<file path="src/rtl/async_rx_pkg.sv">
// Shared types for the asynchronous receiver.
// Assumes: frames carry at most nine data bits.
package async_rx_pkg;
    localparam int WORD_W = 9;

    typedef enum logic [2:0] {
        RX_IDLE,
        RX_START,
        RX_DATA,
        RX_PAR,
        RX_STOP
    } rx_state_e;

    typedef struct packed {
        logic [WORD_W-1:0] data;
        logic              par_bad;
        logic              stop_bad;
    } rx_frame_t;
endpackage

</file>
<file path="src/rtl/rx_frame_sampler.sv">
// Serial frame sampler: synchronises the line, confirms the start bit at
// half a bit period, then samples data, parity and stop bits at mid-bit.
// Assumes: os_tick pulses OVERSAMPLE times per bit; the line idles high.
module rx_frame_sampler
    import async_rx_pkg::*;
#(
    parameter int OVERSAMPLE = 16
) (
    input  logic      clk,
    input  logic      rst_n,
    input  logic      enable,
    input  logic      os_tick,
    input  logic      rx_in,
    input  logic      nine_bit,
    input  logic      parity_en,
    input  logic      parity_odd,
    output logic      frame_valid,
    output rx_frame_t frame
);
    localparam int CW   = $clog2(OVERSAMPLE);
    localparam int HALF = OVERSAMPLE / 2;

    logic              rx_meta, rx_sync;
    rx_state_e         state;
    logic [CW-1:0]     tick_cnt;
    logic [3:0]        bit_idx;
    logic [WORD_W-1:0] shreg;
    logic              par_bit;
    logic [3:0]        last_idx;
    logic              full_bit, half_bit;

    assign last_idx = nine_bit ? 4'd8 : 4'd7;
    assign full_bit = (tick_cnt == CW'(OVERSAMPLE - 1));
    assign half_bit = (tick_cnt == CW'(HALF - 1));

    // Two-stage synchroniser for the asynchronous line.
    always_ff @(posedge clk) begin
        if (!rst_n) begin
            rx_meta <= 1'b1;
            rx_sync <= 1'b1;
        end else begin
            rx_meta <= rx_in;
            rx_sync <= rx_meta;
        end
    end

    // Frame state machine paced by the oversampling tick.
    always_ff @(posedge clk) begin
        if (!rst_n) begin
            state       <= RX_IDLE;
            tick_cnt    <= '0;
            bit_idx     <= '0;
            shreg       <= '0;
            par_bit     <= 1'b0;
            frame_valid <= 1'b0;
            frame       <= '0;
        end else begin
            frame_valid <= 1'b0;
            if (!enable) begin
                state <= RX_IDLE;
            end else if (os_tick) begin
                case (state)
                    RX_IDLE: begin
                        if (!rx_sync) begin
                            state    <= RX_START;
                            tick_cnt <= '0;
                        end
                    end
                    RX_START: begin
                        if (half_bit) begin
                            tick_cnt <= '0;
                            bit_idx  <= '0;
                            shreg    <= '0;
                            state    <= rx_sync ? RX_IDLE : RX_DATA;
                        end else begin
                            tick_cnt <= tick_cnt + 1'b1;
                        end
                    end
                    RX_DATA: begin
                        if (full_bit) begin
                            tick_cnt       <= '0;
                            shreg[bit_idx] <= rx_sync;
                            if (bit_idx == last_idx) begin
                                state <= parity_en ? RX_PAR : RX_STOP;
                            end else begin
                                bit_idx <= bit_idx + 1'b1;
                            end
                        end else begin
                            tick_cnt <= tick_cnt + 1'b1;
                        end
                    end
                    RX_PAR: begin
                        if (full_bit) begin
                            tick_cnt <= '0;
                            par_bit  <= rx_sync;
                            state    <= RX_STOP;
                        end else begin
                            tick_cnt <= tick_cnt + 1'b1;
                        end
                    end
                    RX_STOP: begin
                        if (full_bit) begin
                            tick_cnt       <= '0;
                            frame_valid    <= 1'b1;
                            frame.data     <= shreg;
                            frame.par_bad  <= parity_en & ((^shreg) ^ par_bit ^ parity_odd);
                            frame.stop_bad <= ~rx_sync;
                            state          <= RX_IDLE;
                        end else begin
                            tick_cnt <= tick_cnt + 1'b1;
                        end
                    end
                    default: state <= RX_IDLE;
                endcase
            end
        end
    end
endmodule

</file>
<file path="src/rtl/rx_word_fifo.sv">
// Receive word queue with single and pair pops and drop-on-full.
// Assumes: DEPTH is a power of two and at least 2.
module rx_word_fifo #(
    parameter int W     = 9,
    parameter int DEPTH = 4
) (
    input  logic                       clk,
    input  logic                       rst_n,
    input  logic                       push,
    input  logic [W-1:0]               push_data,
    input  logic                       pop_one,
    input  logic                       pop_two,
    output logic [W-1:0]               head0,
    output logic [W-1:0]               head1,
    output logic [$clog2(DEPTH+1)-1:0] level,
    output logic                       full,
    output logic                       empty,
    output logic                       overflow
);
    localparam int AW   = $clog2(DEPTH);
    localparam int CNTW = $clog2(DEPTH + 1);

    logic [W-1:0]  mem [DEPTH];
    logic [AW-1:0] rd_ptr, wr_ptr;
    logic          accept;
    logic [1:0]    pop_n;

    assign full   = (level == CNTW'(DEPTH));
    assign empty  = (level == '0);
    assign accept = push && !full;
    assign head0  = mem[rd_ptr];
    assign head1  = mem[rd_ptr + AW'(1)];

    // Pick how many words leave this cycle; a pair pop wins over a single pop.
    always_comb begin
        if (pop_two && level >= CNTW'(2)) begin
            pop_n = 2'd2;
        end else if (pop_one && !empty) begin
            pop_n = 2'd1;
        end else begin
            pop_n = 2'd0;
        end
    end

    // Storage slots, one register per entry.
    for (genvar g = 0; g < DEPTH; g++) begin : g_slot
        always_ff @(posedge clk) begin
            if (!rst_n) begin
                mem[g] <= '0;
            end else if (accept && wr_ptr == AW'(g)) begin
                mem[g] <= push_data;
            end
        end
    end

    // Pointers, fill level and overflow pulse.
    always_ff @(posedge clk) begin
        if (!rst_n) begin
            rd_ptr   <= '0;
            wr_ptr   <= '0;
            level    <= '0;
            overflow <= 1'b0;
        end else begin
            overflow <= push && full;
            if (accept) begin
                wr_ptr <= wr_ptr + 1'b1;
            end
            rd_ptr <= rd_ptr + AW'(pop_n);
            level  <= level + CNTW'(accept) - CNTW'(pop_n);
        end
    end
endmodule

</file>
<file path="src/rtl/rx_error_policy.sv">
// Error flags and the four selectable reactions to receive errors.
// Assumes: frame_valid is a one-cycle pulse per completed frame.
module rx_error_policy (
    input  logic clk,
    input  logic rst_n,
    input  logic frame_valid,
    input  logic frame_par_bad,
    input  logic frame_stop_bad,
    input  logic sync_mode,
    input  logic drop_bad_parity,
    input  logic err_stop_rx,
    input  logic err_stop_tx,
    input  logic err_hold_dma,
    input  logic clr_par_err,
    input  logic clr_frm_err,
    input  logic rx_enable_pulse,
    input  logic tx_enable_pulse,
    input  logic fifo_empty,
    output logic store_frame,
    output logic par_err_flag,
    output logic frm_err_flag,
    output logic rx_enabled,
    output logic tx_disable,
    output logic dma_req
);
    logic policy_on, new_par, new_frm, any_err;

    assign policy_on   = !sync_mode;
    assign new_par     = frame_valid && frame_par_bad;
    assign new_frm     = frame_valid && frame_stop_bad;
    assign any_err     = new_par || new_frm;
    assign store_frame = frame_valid && !(policy_on && drop_bad_parity && frame_par_bad);
    assign dma_req     = !fifo_empty && !(policy_on && err_hold_dma && (par_err_flag || frm_err_flag));

    // Sticky error flags; a new error beats a clear in the same cycle.
    always_ff @(posedge clk) begin
        if (!rst_n) begin
            par_err_flag <= 1'b0;
            frm_err_flag <= 1'b0;
        end else begin
            if (new_par) begin
                par_err_flag <= 1'b1;
            end else if (clr_par_err) begin
                par_err_flag <= 1'b0;
            end
            if (new_frm) begin
                frm_err_flag <= 1'b1;
            end else if (clr_frm_err) begin
                frm_err_flag <= 1'b0;
            end
        end
    end

    // Receiver and transmitter enables driven by the error reactions.
    always_ff @(posedge clk) begin
        if (!rst_n) begin
            rx_enabled <= 1'b0;
            tx_disable <= 1'b0;
        end else begin
            if (any_err && policy_on && err_stop_rx) begin
                rx_enabled <= 1'b0;
            end else if (rx_enable_pulse) begin
                rx_enabled <= 1'b1;
            end
            if (any_err && policy_on && err_stop_tx) begin
                tx_disable <= 1'b1;
            end else if (tx_enable_pulse) begin
                tx_disable <= 1'b0;
            end
        end
    end
endmodule

</file>
<file path="src/rtl/async_rx_policy.sv">
// Top of the asynchronous receiver: sampler, error reactions and queue.
// Assumes: all inputs are synchronous to clk except rx_in.
module async_rx_policy
    import async_rx_pkg::*;
#(
    parameter int OVERSAMPLE = 16,
    parameter int FIFO_DEPTH = 4
) (
    input  logic                            clk,
    input  logic                            rst_n,
    input  logic                            os_tick,
    input  logic                            rx_in,
    input  logic                            cfg_nine_bit,
    input  logic                            cfg_parity_en,
    input  logic                            cfg_parity_odd,
    input  logic                            cfg_sync_mode,
    input  logic                            cfg_drop_bad_parity,
    input  logic                            cfg_err_stop_rx,
    input  logic                            cfg_err_stop_tx,
    input  logic                            cfg_err_hold_dma,
    input  logic                            cfg_pair_swap,
    input  logic                            rx_enable_pulse,
    input  logic                            tx_enable_pulse,
    input  logic                            clr_par_err,
    input  logic                            clr_frm_err,
    input  logic                            rd_pop,
    input  logic                            rd_pop_pair,
    output logic [WORD_W-1:0]               rd_head,
    output logic [2*WORD_W-1:0]             rd_pair,
    output logic [$clog2(FIFO_DEPTH+1)-1:0] fifo_level,
    output logic                            fifo_full,
    output logic                            fifo_empty,
    output logic                            fifo_overflow,
    output logic                            par_err_flag,
    output logic                            frm_err_flag,
    output logic                            rx_enabled,
    output logic                            tx_disable,
    output logic                            dma_req
);
    logic              frame_valid, store_frame;
    rx_frame_t         frame;
    logic [WORD_W-1:0] head1;

    rx_frame_sampler #(.OVERSAMPLE(OVERSAMPLE)) u_sampler (
        .clk        (clk),
        .rst_n      (rst_n),
        .enable     (rx_enabled),
        .os_tick    (os_tick),
        .rx_in      (rx_in),
        .nine_bit   (cfg_nine_bit),
        .parity_en  (cfg_parity_en),
        .parity_odd (cfg_parity_odd),
        .frame_valid(frame_valid),
        .frame      (frame)
    );

    rx_error_policy u_policy (
        .clk            (clk),
        .rst_n          (rst_n),
        .frame_valid    (frame_valid),
        .frame_par_bad  (frame.par_bad),
        .frame_stop_bad (frame.stop_bad),
        .sync_mode      (cfg_sync_mode),
        .drop_bad_parity(cfg_drop_bad_parity),
        .err_stop_rx    (cfg_err_stop_rx),
        .err_stop_tx    (cfg_err_stop_tx),
        .err_hold_dma   (cfg_err_hold_dma),
        .clr_par_err    (clr_par_err),
        .clr_frm_err    (clr_frm_err),
        .rx_enable_pulse(rx_enable_pulse),
        .tx_enable_pulse(tx_enable_pulse),
        .fifo_empty     (fifo_empty),
        .store_frame    (store_frame),
        .par_err_flag   (par_err_flag),
        .frm_err_flag   (frm_err_flag),
        .rx_enabled     (rx_enabled),
        .tx_disable     (tx_disable),
        .dma_req        (dma_req)
    );

    rx_word_fifo #(.W(WORD_W), .DEPTH(FIFO_DEPTH)) u_fifo (
        .clk      (clk),
        .rst_n    (rst_n),
        .push     (store_frame),
        .push_data(frame.data),
        .pop_one  (rd_pop),
        .pop_two  (rd_pop_pair),
        .head0    (rd_head),
        .head1    (head1),
        .level    (fifo_level),
        .full     (fifo_full),
        .empty    (fifo_empty),
        .overflow (fifo_overflow)
    );

    // Pair read: oldest word low unless the swap control is set.
    always_comb begin
        rd_pair = cfg_pair_swap ? {rd_head, head1} : {head1, rd_head};
    end
endmodule

</file>
<file path="config.mk">
export PLATFORM = sky130hd
export DESIGN_NAME = async_rx_policy
export DESIGN_NICKNAME = d
export VERILOG_FILES = /design/src/rtl/async_rx_pkg.sv /design/src/rtl/rx_frame_sampler.sv /design/src/rtl/rx_word_fifo.sv /design/src/rtl/rx_error_policy.sv /design/src/rtl/async_rx_policy.sv
export SDC_FILE = /design/constraint.sdc
export NUM_CORES = 1
export LEC_CHECK = 0
export BUFFER_PORTS_ARGS = -buffer_cell sky130_fd_sc_hd__buf_2
export CORE_ASPECT_RATIO = 1.4
export CORE_MARGIN = 4
export CORE_UTILIZATION = 59
export CTS_CLUSTER_DIAMETER = 100
export CTS_CLUSTER_SIZE = 14
export DETAILED_ROUTE_END_ITERATION = 12
export PLACE_DENSITY = 0.82
export SLEW_MARGIN = 40
export SYNTH_ARGS = -nofsm -noshare
export SYNTH_HDL_FRONTEND = slang
export SYNTH_HIERARCHICAL = 1
export SYNTH_SLANG_ARGS = --single-unit
export TNS_END_PERCENT = 20
</file>
<file path="constraint.sdc">
create_clock -name clk -period 2.4 [get_ports clk]
set_input_delay 0.36 -clock clk [delete_from_list [all_inputs] [get_ports clk]]
set_output_delay 0.36 -clock clk [all_outputs]
set_load 0.02 [all_outputs]
</file>
==> results.txt, run 1 <==
----------------------------------------------------
[Run status]
  Result of the run ... finished clean

[Clocking]
  Clk_lat worst skew ... 360 ps
  Clock buffer depth ... 2
  Count of buffers added by post-CTS timing repair for setup ... 0
  Root cell of the clock tree ... sky130_fd_sc_hd__clkbuf_8
  TritonCTS clock tree ... built
  Clock sink count ... 83
  CTS Buf Count ... 9
  Hold buffers post-CTS ... 0
  Clock-pin slew reported for the worst setup and hold paths after clock tree synthesis ... 80 ps
  Depth of the CTS H-tree ... 3

[Route]
  WL per Instance ... 15.4 um
  ANT nets after route ... 0
  Via density per instance ... 5.75
  Via count ... 3527
  Post-detailed-routing wire length ... 9460 um
  DR pass1 iterations ... 4
  DRC errors left ... 0
  DRC marker count from the first detailed-route iteration ... 166

[STA]
  Tightest slew margin relative to the limit ... 59.8%
  Setup repair after global routing missed its margin ... false
  Final number of setup-violating endpoints ... 0
  Min cycle time layout ... 2270 ps
  Post-route setup TNS ... 0 ps
  Highest Clock Rate ... 0.440 GHz
  Post-route fraction of the period consumed by the critical path ... 94.7%
  Pin slew with the least headroom to its limit ... 602 ps
  Setup Skew ... 6.54 ps
  Final max-slew violation count ... 0
  Count of final hold-check violations ... 0

[Yosys]
  Flops & latches, synth ... 83
  Count of flip-flops with a built-in enable after synthesis ... 36
  Largest area contributor in the synthesized netlist ... sky130_fd_sc_hd__edfxtp_1
  Top cells by area in the synthesized netlist ... sky130_fd_sc_hd__edfxtp_1, sky130_fd_sc_hd__dfxtp_1, sky130_fd_sc_hd__mux4_2, sky130_fd_sc_hd__and2_1, sky130_fd_sc_hd__nand2_1
  Gate count after technology mapping ... 447
  Ys Warns ... 6
  Syn_area_per_cell ... 10.6 um2
  Portion of the post-synthesis area used by sequential elements ... 42.5%
  Netlist area before placement ... 4750 um2
  Top FF cell, synth ... sky130_fd_sc_hd__dfxtp_1
  Unique cell type count in the Yosys netlist ... 64
  Most frequent cell after synthesis ... sky130_fd_sc_hd__nand2_1
  Commonest cells in the synthesized netlist ... sky130_fd_sc_hd__nand2_1, sky130_fd_sc_hd__dfxtp_1, sky130_fd_sc_hd__and2_1, sky130_fd_sc_hd__edfxtp_1
  Net count of the mapped netlist ... 478
  Yosys top cell area share ... 22.7%
  Post-synth ARST share ... 0%

[Placement]
  Global placement routability congestion ... 0.949
  Total of buffers placed on input and output ports ... 56
  Post-DP HPWL ... 7340 um

[Power]
  Sw Ratio ... 33.8%
  Ratio of total power to cell area ... 764 nW/um2
  Clock power share ... 24.4%
  Sequential share of power ... 39.2%
  Overall power of the completed layout ... 4.10 mW
  Net switching component of the power ... 1.39 mW
  Pleak ... 2.06 nW
  Combinational Power Share ... 36.3%
  Peak VDD IR ... 0.000509 V
  Internal Power ... 2.72 mW

[GRT]
  Global routing usage summed across all routing layers ... 21.0%
  Via count of the first global-routing pass ... 3615
  First-pass GRT wire length ... 16300 um
  GRT Residual Overflow ... 0
  Number of antenna violations at the first check in global routing ... 0
  Maximum number of pins on one net before global-route repair ... 27

[Floorplanning]
  Top-level port count ... 57
  # rows ... 38
  CORE AREA ... 7800 um2
  Height of the die ... 114 um
  Die X ... 83.9 um
  Die Outline Area ... 9570 um2
  Initial standard-cell utilization of the core ... 60.9%

[Worst setup path]
  Type of element launching the critical path ... flop
  Required time at the worst-slack endpoint ... 2040 ps
  Critical path data arrival time ... 1910 ps
  Launching element of the worst setup path ... u_fifo/rd_ptr[1]
  Max Fanout on Critical Path ... 15
  Kind of critical path ... reg2out
  Endpoint kind of the worst setup timing path ... primary output
  Launching point of the worst reg2reg path ... u_fifo/level[1]

[Finish]
  Area taken by flip-flops and latches ... 2020 um2
  Number of diodes added for antenna fixing ... 0
  Fillers ... 610
  Count of nets after finishing ... 539
  Total area of multi-input combinational cells ... 2530 um2
  Synth-to-Final Area Change ... 13.0%
  Share of cells above drive strength 1 ... 29.0%

[Hold path]
  Classification of the worst-slack hold path ... in2reg
  Worst Min Path Start ... rx_in

[Run]
  Count of max-cap constraint violations ... 0

----------------------------------------------------
-- what timing repair did --
action                     in CTS  in global routing
setup endpoints to repair       1                 17
gates cloned                    0                  0
resized for setup               1                  3
-- flip-flops by register name, indices dropped and copies added, names as in the netlist --
signal,flops
u_policy/frm_err_flag,1
u_sampler/frame_valid,1
u_fifo/level,3
u_sampler/tick_cnt,4
u_sampler/frame,11
u_sampler/shreg,9
u_policy/par_err_flag,1
u_sampler/bit_idx,4
u_sampler/rx_meta,1
u_fifo/rd_ptr,2
u_sampler/par_bit,1
u_fifo/overflow,1
u_sampler/rx_sync,1
u_fifo/mem,36
u_fifo/wr_ptr,2
u_policy/tx_disable,1
u_sampler/state,3
u_policy/rx_enabled,1
-- cell families (layout without fill, tap and decap cells) --
kind of cell,Yosys count,after routing,synth area share [%]
compound gates,78,78,11.5
simple gates,184,184,22.0
xor+xnor,11,11,2.03
mux,40,40,14.4
flops,83,83,42.5
fa+ha+maj,12,12,3.32
buf+inv,39,105,4.21
-- through the flow --
stage               util (%)  setup WS, ps  cell area, um2  instances  hold slack (ps)
finish                  68.9           128            5370        613              184
floorplan                  -           115            4760        447              386
CTS                     68.8          17.9            5370        613              170
global route            68.9          6.97            5370        613              182
detailed placement      66.2           158            5160        597              405
global placement        66.2           255            5160        597              393
-- critical path: stages, from the launching register on --
cell and delay (ps):
sky130_fd_sc_hd__dfxtp_1 330, sky130_fd_sc_hd__buf_6 210, sky130_fd_sc_hd__mux4_2 550, sky130_fd_sc_hd__mux2_2 290, sky130_fd_sc_hd__buf_2 170
-- path summary, 6_finish.rpt --
check,depth (start not counted),to,slack (ps)
setup / recovery,4,rd_pair[4],130
hold / removal,2,u_sampler/rx_meta,180
setup reg to reg,9,u_fifo/level[2],170
hold reg to reg,1,u_sampler/rx_sync,420
-- per-layer routing --
metal  part of all wire (%)  track usage (%)  up-vias
li1                       -                -     1729
met3                    3.2             3.89       17
met5                      0                0        -
met2                     56             40.5       71
met1                     39             21.9     1710
met4                    1.8             9.44        0
-- power by group through the flow --
stage | clock network (mW) | registers [mW] | logic, mW
floorplan | 0 | 1.64 | 1.11
global placement | 0 | 1.63 | 1.42
detailed placement | 0 | 1.64 | 1.50
CTS | 1.03 | 1.61 | 1.50
global route | 1.08 | 1.62 | 1.59
finish | 1.00 | 1.61 | 1.49
-- cell usage in the layout (no fill, tap or decap), types with 3 or more instances in the layout --
cell type	instances
sky130_fd_sc_hd__nand4_1	7
sky130_fd_sc_hd__mux2_4	10
sky130_fd_sc_hd__nand2b_1	6
sky130_fd_sc_hd__a21boi_0	12
sky130_fd_sc_hd__or2_2	3
sky130_fd_sc_hd__nor3_1	4
sky130_fd_sc_hd__clkbuf_8	10
sky130_fd_sc_hd__a21o_1	8
sky130_fd_sc_hd__mux2_2	8
sky130_fd_sc_hd__and2_1	42
sky130_fd_sc_hd__nand3_1	13
sky130_fd_sc_hd__mux2i_1	4
sky130_fd_sc_hd__nor2b_1	5
sky130_fd_sc_hd__nand3b_1	4
sky130_fd_sc_hd__xnor2_1	9
sky130_fd_sc_hd__o21ai_1	3
sky130_fd_sc_hd__nor3_4	4
sky130_fd_sc_hd__inv_1	14
sky130_fd_sc_hd__a21oi_1	16
sky130_fd_sc_hd__dfxtp_1	45
sky130_fd_sc_hd__edfxtp_1	36
sky130_fd_sc_hd__o31ai_1	4
sky130_fd_sc_hd__clkinvlp_4	4
sky130_fd_sc_hd__buf_4	16
sky130_fd_sc_hd__ha_1	11
sky130_fd_sc_hd__buf_2	56
sky130_fd_sc_hd__o21ai_0	17
sky130_fd_sc_hd__nand2_1	60
sky130_fd_sc_hd__mux4_2	18
sky130_fd_sc_hd__nor2_1	11
sky130_fd_sc_hd__nor3b_1	3
-- cell type report --
class	instances	area share (%)
Clock buffer	10	2.56
Clock inverter	6	1.21
Inverter	16	1.35
Multi-Input combinational cell	325	47.2
Sequential cell	83	37.7
Tap cell	100	2.33
Timing Repair Buffer	73	7.66
No activity file was read; power rests on OpenSTA's default activity.
==> inputs of run 2 (changes only) <==
--- a/config.mk
+++ b/config.mk
@@ -12,7 +12,7 @@
 export CTS_CLUSTER_DIAMETER = 100
 export CTS_CLUSTER_SIZE = 14
 export DETAILED_ROUTE_END_ITERATION = 12
-export PLACE_DENSITY = 0.82
+export PLACE_DENSITY = 0.86
 export SLEW_MARGIN = 40
 export SYNTH_ARGS = -nofsm -noshare
 export SYNTH_HDL_FRONTEND = slang
==> run 2 against run 1 <==
Net effect: clock power decreased by 5%; die area unchanged; sequential power about the same; critical path depth unchanged; register-to-register slack got worse by 30 ps; via count decreased by 0.54%; cell count decreased by 0.49%; non-clock buffer count decreased by 3; setup slack got worse by 13 ps; global-route usage increased by 0.082 points; sequential share of layout area increased by 0.28 points; clock skew increased by 5.2 ps; largest cell class unchanged.
==> results.txt, run 2 (same netlist as run 1, synthesis figures left out) <==
----------------------------------------------------
[Floorplanning]
  CORE AREA ... 7800 um2
  Height of the die ... 114 um
  # rows ... 38
  Top-level port count ... 57
  Die X ... 83.9 um
  Die Outline Area ... 9570 um2
  Initial standard-cell utilization of the core ... 60.9%

[Worst setup path]
  Critical path data arrival time ... 1930 ps
  Type of element launching the critical path ... flop
  Max Fanout on Critical Path ... 20
  Required time at the worst-slack endpoint ... 2040 ps
  Kind of critical path ... reg2out
  Endpoint kind of the worst setup timing path ... primary output

[Run]
  Count of max-cap constraint violations ... 0

[Finish]
  Area taken by flip-flops and latches ... 2020 um2
  Final Non-Filler Cells ... 610
  Leading registers by flop count ... u_fifo/mem (36), u_sampler/frame (11), u_sampler/shreg (9)
  Most common cell after layout, fill and taps aside ... sky130_fd_sc_hd__nand2_1
  Finished Core Util ... 68.4%
  Count of nets after finishing ... 536
  Share of cells above drive strength 1 ... 28.0%
  Fillers ... 561
  Synth-to-Final Area Change ... 12.2%
  Most frequent cells in the layout ... sky130_fd_sc_hd__nand2_1, sky130_fd_sc_hd__buf_2, sky130_fd_sc_hd__dfxtp_1
  Largest register FFs ... 36
  Number of diodes added for antenna fixing ... 0
  Register bank with the most flops ... u_fifo/mem
  Total area of multi-input combinational cells ... 2530 um2

[Route]
  ANT nets after route ... 0
  Post-detailed-routing wire length ... 9610 um
  DRC errors left ... 0
  DRC marker count from the first detailed-route iteration ... 189
  DR pass1 iterations ... 4
  Via count ... 3508
  Via density per instance ... 5.75
  WL per Instance ... 15.8 um

[Power]
  Peak VDD IR ... 0.000535 V
  Overall power of the completed layout ... 4.04 mW
  Pleak ... 2.04 nW
  Ratio of total power to cell area ... 759 nW/um2

[GRT]
  Via count of the first global-routing pass ... 3662
  GRT Residual Overflow ... 0
  Number of antenna violations at the first check in global routing ... 0
  First-pass GRT wire length ... 16400 um
  Global routing usage summed across all routing layers ... 21.1%
  Maximum number of pins on one net before global-route repair ... 35

[STA]
  Setup repair after global routing missed its margin ... false
  Final number of setup-violating endpoints ... 0
  Post-route fraction of the period consumed by the critical path ... 95.2%
  Min cycle time layout ... 2290 ps
  Final max-slew violation count ... 0
  Highest Clock Rate ... 0.438 GHz
  Count of final hold-check violations ... 0
  Tightest slew margin relative to the limit ... 57.9%
  Pin slew with the least headroom to its limit ... 632 ps
  Setup Skew ... 11.7 ps
  Post-route setup TNS ... 0 ps

[Clocking]
  CTS Buf Count ... 9
  Depth of the CTS H-tree ... 3
  Clk_lat worst skew ... 360 ps
  Clock-pin slew reported for the worst setup and hold paths after clock tree synthesis ... 80 ps
  TritonCTS clock tree ... built
  Root cell of the clock tree ... sky130_fd_sc_hd__clkbuf_8
  Clock sink count ... 83
  Clock buffer depth ... 2

[Placement]
  Total of buffers placed on input and output ports ... 56
  Global placement routability congestion ... 0.858
  Placed Instances ... 594
  Post-DP HPWL ... 7380 um

[Run status]
  Result of the run ... finished clean

[Hold path]
  Classification of the worst-slack hold path ... in2reg

----------------------------------------------------
## run 2: through the flow
step | hold slack [ps] | instance area (um2) | setup slack, ps
final | 184 | 5330 | 115
after global routing | 182 | 5330 | 8.71
after CTS | 168 | 5330 | 17.5
after detailed placement | 394 | 5140 | 134
after global placement | 390 | 5140 | 252
after floorplan | 386 | 4760 | 115
## run 2: layer usage
| metal | up-vias | track usage, % | part of all wire, % |
|---|---|---|---|
| met4 | 0 | 10.5 | 2.6 |
| met1 | 1668 | 21.1 | 37 |
| li1 | 1726 | - | - |
| met5 | - | 0 | 0 |
| met3 | 24 | 3.74 | 3.7 |
| met2 | 90 | 41.2 | 56 |
## run 2: final cells by class
class	instances	area share, %
timing repair buffer	70	7.30
clock buffer	11	2.46
clock inverter	5	1.01
sequential	83	38.0
multi-input combinational	325	47.5
tap	100	2.35
inverter	16	1.36
## run 2: worst paths after layout
| check | from | end | slack [ps] | cells after the start |
|---|---|---|---|---|
| setup / recovery | u_fifo/rd_ptr[1] | rd_pair[5] | 110 | 4 |
| hold / removal | rx_in | u_sampler/rx_meta | 180 | 2 |
| setup reg to reg | u_fifo/level[1] | u_fifo/level[2] | 140 | 9 |
| hold reg to reg | u_sampler/rx_meta | u_sampler/rx_sync | 410 | 1 |
## run 2: worst max-delay path, cell delays in order (launching register included)
cell	delay (ps)
sky130_fd_sc_hd__dfxtp_1	330
sky130_fd_sc_hd__buf_6	230
sky130_fd_sc_hd__mux4_2	570
sky130_fd_sc_hd__mux2_2	280
sky130_fd_sc_hd__buf_2	160
## run 2: repair_timing
item / in CTS / in global routing
hold buffers: 0 / 0
setup buffers: 0 / 0
setup endpoints to repair: 0 / 15
gates resized for setup: 0 / 3
## run 2: power by group
| part | internal, mW | leakage [nW] | switching [mW] | total (mW) |
|---|---|---|---|---|
| Clock | 0.475 | 0.0831 | 0.480 | 0.955 |
| Sequential | 1.54 | 0.723 | 0.0692 | 1.61 |
| Combinational | 0.665 | 1.23 | 0.815 | 1.48 |
==> inputs of run 3 (changes only) <==
--- a/config.mk
+++ b/config.mk
@@ -8,11 +8,12 @@
 export BUFFER_PORTS_ARGS = -buffer_cell sky130_fd_sc_hd__buf_2
 export CORE_ASPECT_RATIO = 1.4
 export CORE_MARGIN = 4
-export CORE_UTILIZATION = 59
+export CORE_UTILIZATION = 61
+export CTS_BUF_LIST = sky130_fd_sc_hd__clkbuf_4 sky130_fd_sc_hd__clkbuf_8
 export CTS_CLUSTER_DIAMETER = 100
 export CTS_CLUSTER_SIZE = 14
 export DETAILED_ROUTE_END_ITERATION = 12
-export PLACE_DENSITY = 0.86
+export PLACE_DENSITY = 0.88
 export SLEW_MARGIN = 40
 export SYNTH_ARGS = -nofsm -noshare
 export SYNTH_HDL_FRONTEND = slang
==> run 3 against run 2 <==
Net effect: register-to-register slack got worse by 20 ps; combinational power about the same; flip-flop and latch count unchanged; cell area increased by 0.14%; sequential power about the same; via count increased by 0.71%; clock skew decreased by 5.7 ps; setup slack got worse by 17 ps; cell count decreased by 0.49%; wire length decreased by 3.1%; critical path type unchanged.
==> results.txt, run 3 (same netlist as run 1, synthesis figures left out) <==
----------------------------------------------------
[Run status]
  Result of the run ... finished clean

[Worst setup path]
  Endpoint kind of the worst setup timing path ... primary output
  Kind of critical path ... reg2out
  Max Fanout on Critical Path ... 15
  R2R Setup Slk ... 120 ps
  Capture point of the worst reg-to-reg path ... u_fifo/level[2]
  Launching element of the worst setup path ... u_fifo/rd_ptr[1]
  Type of element launching the critical path ... flop
  Launching point of the worst reg2reg path ... u_fifo/level[2]
  Required time at the worst-slack endpoint ... 2040 ps
  Critical path data arrival time ... 1940 ps
  Number of cells traversed by the worst register-to-register path ... 9

[Finish]
  Synth-to-Final Area Change ... 12.3%
  Most common cell after layout, fill and taps aside ... sky130_fd_sc_hd__nand2_1
  Share of cells above drive strength 1 ... 28.0%
  Finished Core Util ... 71.6%
  Leading registers by flop count ... u_fifo/mem (36), u_sampler/frame (11), u_sampler/shreg (9)
  Most frequent cells in the layout ... sky130_fd_sc_hd__nand2_1, sky130_fd_sc_hd__buf_2, sky130_fd_sc_hd__dfxtp_1
  Count of nets after finishing ... 536
  Number of diodes added for antenna fixing ... 0
  Final Non-Filler Cells ... 607
  Largest register FFs ... 36
  Register bank with the most flops ... u_fifo/mem

[Floorplanning]
  CORE AREA ... 7450 um2
  Top-level port count ... 57
  Die X ... 82.6 um
  Height of the die ... 112 um
  Die Outline Area ... 9290 um2
  # rows ... 37
  Initial standard-cell utilization of the core ... 63.8%

[GRT]
  First-pass GRT wire length ... 15800 um
  Global routing usage summed across all routing layers ... 21.8%
  Number of antenna violations at the first check in global routing ... 0
  Maximum number of pins on one net before global-route repair ... 24
  Via count of the first global-routing pass ... 3463
  GRT Residual Overflow ... 0

[Power]
  Overall power of the completed layout ... 4.07 mW
  Pleak ... 2.05 nW
  Peak VDD IR ... 0.000514 V
  Ratio of total power to cell area ... 762 nW/um2

[Clocking]
  Root cell of the clock tree ... sky130_fd_sc_hd__clkbuf_8
  CTS Buf Count ... 9
  Clock sink count ... 83
  Clk_lat worst skew ... 350 ps
  TritonCTS clock tree ... built
  Depth of the CTS H-tree ... 3
  Count of buffers added by post-CTS timing repair for setup ... 0
  Clock-pin slew reported for the worst setup and hold paths after clock tree synthesis ... 80 ps
  Clock buffer depth ... 2

[STA]
  Highest Clock Rate ... 0.434 GHz
  Count of final hold-check violations ... 0
  Post-route worst setup slack ... 97.6 ps
  Min cycle time layout ... 2300 ps
  Post-route fraction of the period consumed by the critical path ... 95.9%
  Setup Skew ... 6.01 ps
  Pin slew with the least headroom to its limit ... 645 ps
  Final max-slew violation count ... 0
  Post-route setup TNS ... 0 ps
  Tightest slew margin relative to the limit ... 57.0%
  Final number of setup-violating endpoints ... 0
  Setup repair after global routing missed its margin ... false

[Placement]
  Total of buffers placed on input and output ports ... 56
  Placement-stage worst setup slack ... 90.3 ps
  Post-DP HPWL ... 7110 um
  Global placement routability congestion ... 0.935
  Placed Instances ... 591

[Route]
  WL per Instance ... 15.3 um
  DRC errors left ... 0
  Via density per instance ... 5.82
  DR pass1 iterations ... 4
  Via count ... 3533
  ANT nets after route ... 0
  DRC marker count from the first detailed-route iteration ... 194
  Post-detailed-routing wire length ... 9310 um

[Run]
  Count of max-cap constraint violations ... 0

[Hold path]
  Worst Min Path Start ... rx_in
  Classification of the worst-slack hold path ... in2reg
  Hold EP ... u_sampler/rx_meta
  Number of instances on the worst hold path ... 2

----------------------------------------------------
==> run 3: cell types whose count changed in the layout (fill, tap and decap cells not counted) <==
cell / delta
sky130_fd_sc_hd__clkbuf_1: -2
sky130_fd_sc_hd__clkinvlp_2: -1
sky130_fd_sc_hd__clkinv_1: +2
sky130_fd_sc_hd__buf_12: +1
sky130_fd_sc_hd__clkinvlp_4: -2
sky130_fd_sc_hd__clkbuf_4: +3
sky130_fd_sc_hd__buf_6: -1
==> run 3: timing repair <==
action | CTS | global route
hold endpoints to repair | 0 | 0
hold buffers | 0 | 0
cloned | 0 | 0
setup endpoints to repair | 3 | 15
gates resized for setup | 1 | 4
==> run 3: cell type report <==
class | instances | area, um2
clock buffer | 12 | 146
clock inverter | 4 | 41.3
fill | 517 | 2110
inverter | 16 | 72.6
multi-input combinational | 325 | 2530
sequential | 83 | 2020
tap | 97 | 121
timing repair buffer | 70 | 398
==> run 3: routing by layer <==
layer	track usage [%]	vias up	routed length, um
li1	-	1725	-
met1	24.3	1696	3550
met2	39.6	97	5160
met3	3.29	15	397
met4	9.92	0	209
met5	0	-	0
==> run 3: worst max path at each step <==
stage,to,slack [ps],cells after the start
floorplan,u_fifo/level[2],120,9
global placement,u_fifo/level[2],260,9
detailed placement,u_fifo/level[2],90,9
CTS,rd_pair[13],10,4
global route,rd_pair[4],20,4
finish,rd_pair[13],100,4
==> run 3: power by group <==
group	switching, mW	internal (mW)	leakage [nW]
logic	0.809	0.684	1.23
registers	0.0753	1.54	0.723
clock network	0.453	0.506	0.0973
==> run 3: through the flow <==
step           hold slack (ps)  area, um2
2_1_floorplan              386       4760
3_3_place_gp               401       5140
3_5_place_dp               399       5140
4_1_cts                    172       5330
5_1_grt                    176       5340
6_report                   194       5340
==> run 3: worst max-delay path, stage by stage (launching register included) <==
cell	delay, ps
sky130_fd_sc_hd__dfxtp_1	410
sky130_fd_sc_hd__buf_12	190
sky130_fd_sc_hd__mux4_2	550
sky130_fd_sc_hd__mux2_4	280
sky130_fd_sc_hd__buf_2	160
